File: config.mk
export PLATFORM = sky130hd
export DESIGN_NAME = adc_seq_ctrl
export DESIGN_NICKNAME = d
export VERILOG_FILES = /design/src/rtl/adc_seq_pkg.sv /design/src/rtl/adc_seq_chan_map.sv /design/src/rtl/adc_seq_fsm.sv /design/src/rtl/adc_seq_result_bank.sv /design/src/rtl/adc_seq_ctrl.sv
export SDC_FILE = /design/constraint.sdc
export NUM_CORES = 1
export LEC_CHECK = 0
export CORE_MARGIN = 3
export CORE_UTILIZATION = 50
export CTS_CLUSTER_DIAMETER = 100
export CTS_CLUSTER_SIZE = 16
export DETAILED_ROUTE_END_ITERATION = 16
export PLACE_DENSITY = 0.81
export SLEW_MARGIN = 20
export SYNTH_ARGS = -nofsm -noshare
export SYNTH_HDL_FRONTEND = slang
export SYNTH_SLANG_ARGS = --single-unit
File: constraint.sdc
create_clock -name clk -period 2.5 [get_ports clk]
set_clock_uncertainty 0.1 [all_clocks]
set_input_delay 0.5 -clock clk [delete_from_list [all_inputs] [get_ports clk]]
set_output_delay 0.5 -clock clk [all_outputs]
set_load 0.02 [all_outputs]
File: src/rtl/adc_seq_pkg.sv
package adc_seq_pkg;
  localparam int SEL_W = 4;

  typedef struct packed {
    logic             len8;
    logic             scan;
    logic             multi;
    logic [SEL_W-1:0] sel;
  } seq_cfg_t;

  typedef enum logic [1:0] {
    ST_IDLE  = 2'd0,
    ST_SETUP = 2'd1,
    ST_PULSE = 2'd2,
    ST_WAIT  = 2'd3
  } seq_state_t;
endpackage

File: src/rtl/adc_seq_chan_map.sv
module adc_seq_chan_map
  import adc_seq_pkg::*;
#(
  parameter int IDX_W = 3
) (
  input  seq_cfg_t         cfg,
  input  logic [IDX_W-1:0] idx,
  output logic [SEL_W-1:0] code
);
  localparam logic [SEL_W-1:0] MASK_LONG  = SEL_W'((1 << IDX_W) - 1);
  localparam logic [SEL_W-1:0] MASK_SHORT = SEL_W'((1 << (IDX_W - 1)) - 1);

  logic [SEL_W-1:0] mask;
  logic [SEL_W-1:0] idx_ext;

  always_comb begin
    mask    = cfg.len8 ? MASK_LONG : MASK_SHORT;
    idx_ext = SEL_W'(idx);
    if (cfg.multi) code = (cfg.sel & ~mask) | (idx_ext & mask);
    else           code = cfg.sel;
  end
endmodule

File: src/rtl/adc_seq_fsm.sv
module adc_seq_fsm
  import adc_seq_pkg::*;
#(
  parameter int SLOTS = 8,
  localparam int IDX_W = $clog2(SLOTS)
) (
  input  logic             clk,
  input  logic             rst_n,
  input  logic             wr,
  input  seq_cfg_t         cfg_in,
  input  logic             done,
  output seq_cfg_t         cfg,
  output logic [IDX_W-1:0] idx,
  output logic             start,
  output logic             store_en,
  output logic             flag
);
  localparam logic [IDX_W-1:0] LAST_LONG  = IDX_W'(SLOTS - 1);
  localparam logic [IDX_W-1:0] LAST_SHORT = IDX_W'(SLOTS / 2 - 1);

  seq_state_t       state_q;
  seq_cfg_t         cfg_q;
  logic [IDX_W-1:0] idx_q;
  logic             flag_q;
  logic [IDX_W-1:0] last_idx;
  logic             at_last;

  assign last_idx = cfg_q.len8 ? LAST_LONG : LAST_SHORT;
  assign at_last  = (idx_q == last_idx);
  assign store_en = (state_q == ST_WAIT) && done && !wr;

  always_ff @(posedge clk) begin
    if (!rst_n) begin
      state_q <= ST_IDLE;
      cfg_q   <= '0;
      idx_q   <= '0;
      flag_q  <= 1'b0;
    end else if (wr) begin
      state_q <= ST_SETUP;
      cfg_q   <= cfg_in;
      idx_q   <= '0;
      flag_q  <= 1'b0;
    end else begin
      unique case (state_q)
        ST_SETUP: state_q <= ST_PULSE;
        ST_PULSE: state_q <= ST_WAIT;
        ST_WAIT: begin
          if (done) begin
            if (at_last) begin
              flag_q <= 1'b1;
              idx_q  <= '0;
              state_q <= cfg_q.scan ? ST_SETUP : ST_IDLE;
            end else begin
              idx_q   <= idx_q + 1'b1;
              state_q <= ST_SETUP;
            end
          end
        end
        default: state_q <= ST_IDLE;
      endcase
    end
  end

  assign cfg   = cfg_q;
  assign idx   = idx_q;
  assign start = (state_q == ST_PULSE);
  assign flag  = flag_q;
endmodule

File: src/rtl/adc_seq_result_bank.sv
module adc_seq_result_bank #(
  parameter int SLOTS  = 8,
  parameter int DATA_W = 10,
  localparam int IDX_W = $clog2(SLOTS)
) (
  input  logic              clk,
  input  logic              rst_n,
  input  logic              we,
  input  logic [IDX_W-1:0]  widx,
  input  logic [DATA_W-1:0] wdata,
  input  logic [IDX_W-1:0]  ridx,
  output logic [DATA_W-1:0] rdata
);
  logic [DATA_W-1:0] slot_q [SLOTS];

  for (genvar g = 0; g < SLOTS; g++) begin : g_slot
    always_ff @(posedge clk) begin
      if (!rst_n)                           slot_q[g] <= '0;
      else if (we && (widx == IDX_W'(g)))   slot_q[g] <= wdata;
    end
  end

  assign rdata = slot_q[ridx];
endmodule

File: src/rtl/adc_seq_ctrl.sv
module adc_seq_ctrl
  import adc_seq_pkg::*;
#(
  parameter int DATA_W = 10,
  parameter int SLOTS  = 8,
  localparam int IDX_W = $clog2(SLOTS)
) (
  input  logic              clk,
  input  logic              rst_n,
  input  logic              ctl_wr,
  input  logic              ctl_len8,
  input  logic              ctl_scan,
  input  logic              ctl_multi,
  input  logic [SEL_W-1:0]  ctl_sel,
  output logic [SEL_W-1:0]  conv_mux,
  output logic              conv_start,
  input  logic              conv_done,
  input  logic [DATA_W-1:0] conv_data,
  input  logic [IDX_W-1:0]  rd_sel,
  output logic [DATA_W-1:0] rd_data,
  output logic              seq_done
);
  seq_cfg_t         cfg_in;
  seq_cfg_t         cfg;
  logic [IDX_W-1:0] idx;
  logic             store_en;

  assign cfg_in = '{len8: ctl_len8, scan: ctl_scan, multi: ctl_multi, sel: ctl_sel};

  adc_seq_fsm #(.SLOTS(SLOTS)) u_fsm (
    .clk      (clk),
    .rst_n    (rst_n),
    .wr       (ctl_wr),
    .cfg_in   (cfg_in),
    .done     (conv_done),
    .cfg      (cfg),
    .idx      (idx),
    .start    (conv_start),
    .store_en (store_en),
    .flag     (seq_done)
  );

  adc_seq_chan_map #(.IDX_W(IDX_W)) u_map (
    .cfg  (cfg),
    .idx  (idx),
    .code (conv_mux)
  );

  adc_seq_result_bank #(.SLOTS(SLOTS), .DATA_W(DATA_W)) u_bank (
    .clk   (clk),
    .rst_n (rst_n),
    .we    (store_en),
    .widx  (idx),
    .wdata (conv_data),
    .ridx  (rd_sel),
    .rdata (rd_data)
  );
endmodule

# Word level (Yosys, flattened, before mapping)
# Memory sizes are Yosys's and may differ from the RTL's.
# Index checks and enable logic that the tools add are counted.
# word_totals
ram_bits	80
wordCells	93
reg_bits	13
in_bits	24
out_inout_bits	16
mem_count	1
# mem_list
memory	depth	width	read_ports	rd_ports_with_merged_regs	wr	line	text
u_bank.slot_q	8	10	1	0	8	adc_seq_result_bank.sv:14	logic [DATA_W-1:0] slot_q [SLOTS];
# op_classes
n_mux	42
bitwise	13
add_sub_neg	1
eq_ne	13
reduce_logical	15
# ops
operator	n
two-way mux 10 bit	8
two-way mux 1 bit	27
== test 3 bit, second input constant	4
logical AND 1 bit	10
two-way mux 3 bit	3
OR 1 bit	8
== test 3 x 2 -> 1 bit, second input constant	2
one-hot mux 2 bit (3 select lines)	1
bitwise AND 3 x 4 -> 4 bit	1
bitwise AND 4 bit	1
== test 2 bit, second input constant	2
two-way mux 2 bit	2
two-way mux 4 bit	1
NOT 4 bit	1
OR 4 bit	1
adder 3 x 1 -> 3 bit, second input constant	1
== test 3 x 1 -> 1 bit, second input constant	1
== test 3 bit	1
zero test 3 bit	1
!= test 3 bit, second input constant	1
AND reduction 3 bit	1
== test 2 x 1 -> 1 bit, second input constant	1
!= test 2 bit, second input constant	1
AND reduction 2 bit	1
other kinds (3)	3

# Logic depth before layout (Yosys ltp)
# Gate-level depths: netlist of the first run.
# logic_depth
word_depth	8
depth_mapped	6
ltp_nobuf	5

# Hierarchy
# A second synthesis of the first run with hierarchy kept.
# hier_totals
cells_unflattened	299
area_unflattened_um2	4264.1
# modules_own_cells
mod	seq_area_each_um2	instances	area_per_inst_um2	cells_per_inst
adc_seq_result_bank	2402.3	1	3661.0	238
adc_seq_fsm	260.2	1	551.8	56
adc_seq_chan_map	0.0	1	51.3	5

# Least setup slack after synthesis of the first run
# OpenSTA, ideal clock, no wires.
# synth_path
path_type	reg2reg
start	register u_fsm.state_q[1]
end	memory u_bank.slot_q[3][0], enable pin
setup_slack_ns	0.335
t_arrival_ns	1.674
t_required_ns	2.009
setup_time_ns	0.391
synth_period_minus_slack_ns	2.165
n_path_buf	1
stages_incl_launch_ff	5
path_cell_list	dfxtp_1 > ha_1 > clkbuf_1 > nand2_1 > o21ai_0
# synth_rtl
element	line	text
start: declaration	adc_seq_fsm.sv:21	seq_state_t state_q;
start signal: assignment	adc_seq_fsm.sv:52	state_q <= cfg_q.scan ? ST_SETUP : ST_IDLE;
end: declaration	adc_seq_result_bank.sv:14	

# Final worst setup path of the first run
# layout_path
start	input port rd_sel[1]
end	output port rd_data[9]
# layout_between
elab_chain_cells	1
# layout_rtl
element	line	text
start: declaration	adc_seq_ctrl.sv:19	input logic [IDX_W-1:0] rd_sel,
memory read (8 x 10 bit)	-	
end: declaration	adc_seq_ctrl.sv:20	output logic [DATA_W-1:0] rd_data,
# Every way passes these cells.

==> results of run 1 <==
metrics by stage:
step           power, uW  cells  utilization  setup WS (ps)
2_1_floorplan       1930    303            -            335
3_3_place_gp        2080    457        0.605           -743
3_5_place_dp        2090    457        0.605           -752
4_1_cts             3020    476        0.631           61.0
5_1_grt             3100    476        0.631           12.0
6_report            3020    476        0.631           45.2
kinds of logic after synthesis:
family,after synthesis,share of synthesized area
compound gates,12,0.0161
buf+inv,18,0.0201
mux,39,0.165
xor+xnor,1,0.00198
flops,93,0.602
fa+ha+maj,8,0.0226
simple gates,132,0.172
per-layer routing:
| layer | share of wire | up-vias | routed length (um) | GRT usage |
|---|---|---|---|---|
| li1 | - | 1246 | - | - |
| met1 | 0.42 | 1305 | 4160 | 0.278 |
| met2 | 0.50 | 79 | 4970 | 0.356 |
| met3 | 0.064 | 7 | 634 | 0.0354 |
| met4 | 0.0081 | 0 | 80 | 0.0684 |
| met5 | 0 | - | 0 | 0 |
worst max-delay path: stages:
cell and delay, ps:
buf_4 160, buf_16 160, mux4_1 600, mux2_2 280
buf_2 160
path summary, 6_finish.rpt:
kind / to / cells after the start / slack (ps)
worst max-delay path: rd_data[9] / 5 / 50
worst min-delay path: u_fsm.cfg[5] / 2 / 400
worst max register to register: u_bank.slot_q[7][6] / 5 / 450
worst min register to register: u_fsm.cfg[5] / 2 / 400
registers in the layout (all words and copies together), names as in the netlist:
name and cells:
u_bank.slot_q 80, u_fsm.cfg 7, u_fsm.flag 1, u_fsm.idx 3
u_fsm.state_q 2
report_power, final:
part / internal (uW) / switching, uW / leakage (uW)
registers: 1730 / 20.1 / 0.000932
logic: 158 / 153 / 0.00107
clock network: 378 / 582 / 0.0000902
layout make-up:
cell class                      count  area [um^2]  share of cell area
Sequential cell                    93         2660               0.504
Multi-Input combinational cell    192         1670               0.315
Timing Repair Buffer               65          626               0.118
Tap cell                          105          131              0.0249
Clock buffer                        9          124              0.0234
Clock inverter                      7         57.6              0.0109
Inverter                            5         18.8             0.00355
synth_stat cells:
| cell type | number | area share |
|---|---|---|
| a211o_1 | 1 | 0.0020 |
| a211oi_1 | 1 | 0.0017 |
| a21oi_1 | 3 | 0.0034 |
| a31oi_1 | 3 | 0.0042 |
| and2_1 | 81 | 0.11 |
| and4b_1 | 2 | 0.0045 |
| buf_1 | 1 | 0.00085 |
| buf_2 | 2 | 0.0023 |
| buf_4 | 1 | 0.0017 |
| buf_6 | 2 | 0.0051 |
| clkbuf_1 | 7 | 0.0059 |
| dfxtp_1 | 13 | 0.059 |
| edfxtp_1 | 80 | 0.54 |
| ha_1 | 8 | 0.023 |
| inv_1 | 5 | 0.0042 |
| mux2_2 | 12 | 0.031 |
| mux2i_1 | 7 | 0.016 |
| mux4_1 | 20 | 0.12 |
| nand2_1 | 15 | 0.013 |
| nand2b_1 | 6 | 0.0085 |
| nand3_1 | 5 | 0.0057 |
| nand4_1 | 3 | 0.0042 |
| nor2_1 | 16 | 0.014 |
| nor3_1 | 1 | 0.0011 |
| nor3_2 | 3 | 0.0068 |
| o21ai_0 | 3 | 0.0034 |
| o22ai_1 | 1 | 0.0014 |
| xnor2_1 | 1 | 0.0020 |
placed cells by master, fill, tap and decap left out, drive strengths merged:
cell type,Yosys,final
and2,81,81
nand2,15,15
clkbuf,7,9
clkinv,0,2
inv,5,9
dfxtp,13,13
a21oi,3,3
mux4,20,20
nor2,16,16
xnor2,1,1
nand4,3,3
and4b,2,2
bufbuf,0,1
mux2,12,12
o22ai,1,1
clkinvlp,0,1
nor3,4,4
a31oi,3,3
nand2b,6,6
o21ai,3,3
buf,6,36
clkdlybuf4s50,0,27
clkdlybuf4s15,0,1
a211oi,1,1
edfxtp,80,80
nand3,5,5
ha,8,8
mux2i,7,7
a211o,1,1
timing repair:
| item | in CTS | in global routing |
|---|---|---|
| pin swaps | 0 | 0 |
| resized for setup | 53 | 1 |
| cloned | 3 | 0 |
| endpoints found under the setup margin | 10 | 1 |
| hold buffers | 0 | 0 |
==> flow_summary.json, run 1 <==
{
  "run_status": "complete, no violations",
  "seq_area_frac_synth": 0.602,
  "dieHeight_um": 100,
  "dp_hpwl_um": 6620,
  "place_area_um2": 5070,
  "startpoint": "rd_sel[1]",
  "final_antenna_net_count": 0,
  "synth-seq-cells": 93,
  "drc": 0,
  "numCtsBuffers": 9,
  "dr.first_iter.drc_count": 192,
  "final.min_clock_period_ps": 2450,
  "finalNetCount": 398,
  "io_buffers": 39,
  "grt_overflow_total": 0,
  "initial_core_util": 0.528,
  "clk_pin_slew_worst_paths_ps": 100,
  "synthDistinctLibCells": 28,
  "startpoint_type": "input port",
  "crit_type": "in2out",
  "finalMaxSlewViolations": 0,
  "antenna_found_initial": 0,
  "fmax_ghz": 0.407,
  "place_congestion": 0.801,
  "vias_per_cell": 5.54,
  "grt_max_degree": 18,
  "drive_gt1_frac": 0.186,
  "holdWs_ps": 404,
  "clkSinkCount": 93,
  "first_pass_iters": 4,
  "powerDensity_nw_per_um2": 571,
  "cts_root_buffer": "clkbuf_8",
  "synth_cells": 303,
  "endpoint_kind": "output pin",
  "hold_viol_final": 0,
  "fin_crit_sh": 0.982,
  "rows": 33,
  "cp.required_ps": 1900,
  "grt_usage": 0.210,
  "syn_area_um2": 4420,
  "cts_max_path_buffers": 2,
  "fin_tns_setup_ps": 0,
  "area_delta_synth_final_pct": 19.6,
  "worst_slew_pin_slew_ps": 701,
  "coreArea_um2": 8380,
  "fillers": 621,
  "syn_nets": 335,
  "hold_path_class": "reg2reg",
  "io_pins": 40,
  "wl_per_cell_um": 20.7,
  "grt_setup_unrepaired": "no",
  "crit_arrival_ps": 1850,
  "drv_cap": 0,
  "post_cts_buffers": 0,
  "yosysWarnings": 0,
  "die_area_um2": 10000,
  "grt_pass1_vias": 2813,
  "p_leak_uw": 0.00209,
  "syn_area_per_cell_um2": 14.6,
  "cts_htree_levels": 3,
  "ir_drop_mv": 0.270,
  "grt_pass1_wl_um": 15400,
  "r2r_start": "u_fsm.idx[0]",
  "maxSlewHeadroom": 0.531,
  "die_x_um": 100,
  "clk_latency_ps": 370,
  "worstPathMaxFanout": 10,
  "cts_tree": "yes",
  "num_vias": 2637,
  "worstHoldStart": "u_fsm.cfg[5]",
  "setup_viol": 0,
  "routed_wl_um": 9840,
  "fin_area_um2": 5290,
  "diodes": 0
}
Note: power is estimated with default switching activity, not from simulation.
==> run 2: changes to the inputs <==
--- a/config.mk
+++ b/config.mk
@@ -5,6 +5,8 @@
 export SDC_FILE = /design/constraint.sdc
 export NUM_CORES = 1
 export LEC_CHECK = 0
+export ABC_CLOCK_PERIOD_IN_PS = 2500
+export CAP_MARGIN = 20
 export CORE_MARGIN = 3
 export CORE_UTILIZATION = 50
 export CTS_CLUSTER_DIAMETER = 100
==> results of run 2 <==
No change in the layout: final DEF, timing and power equal those of run 1.
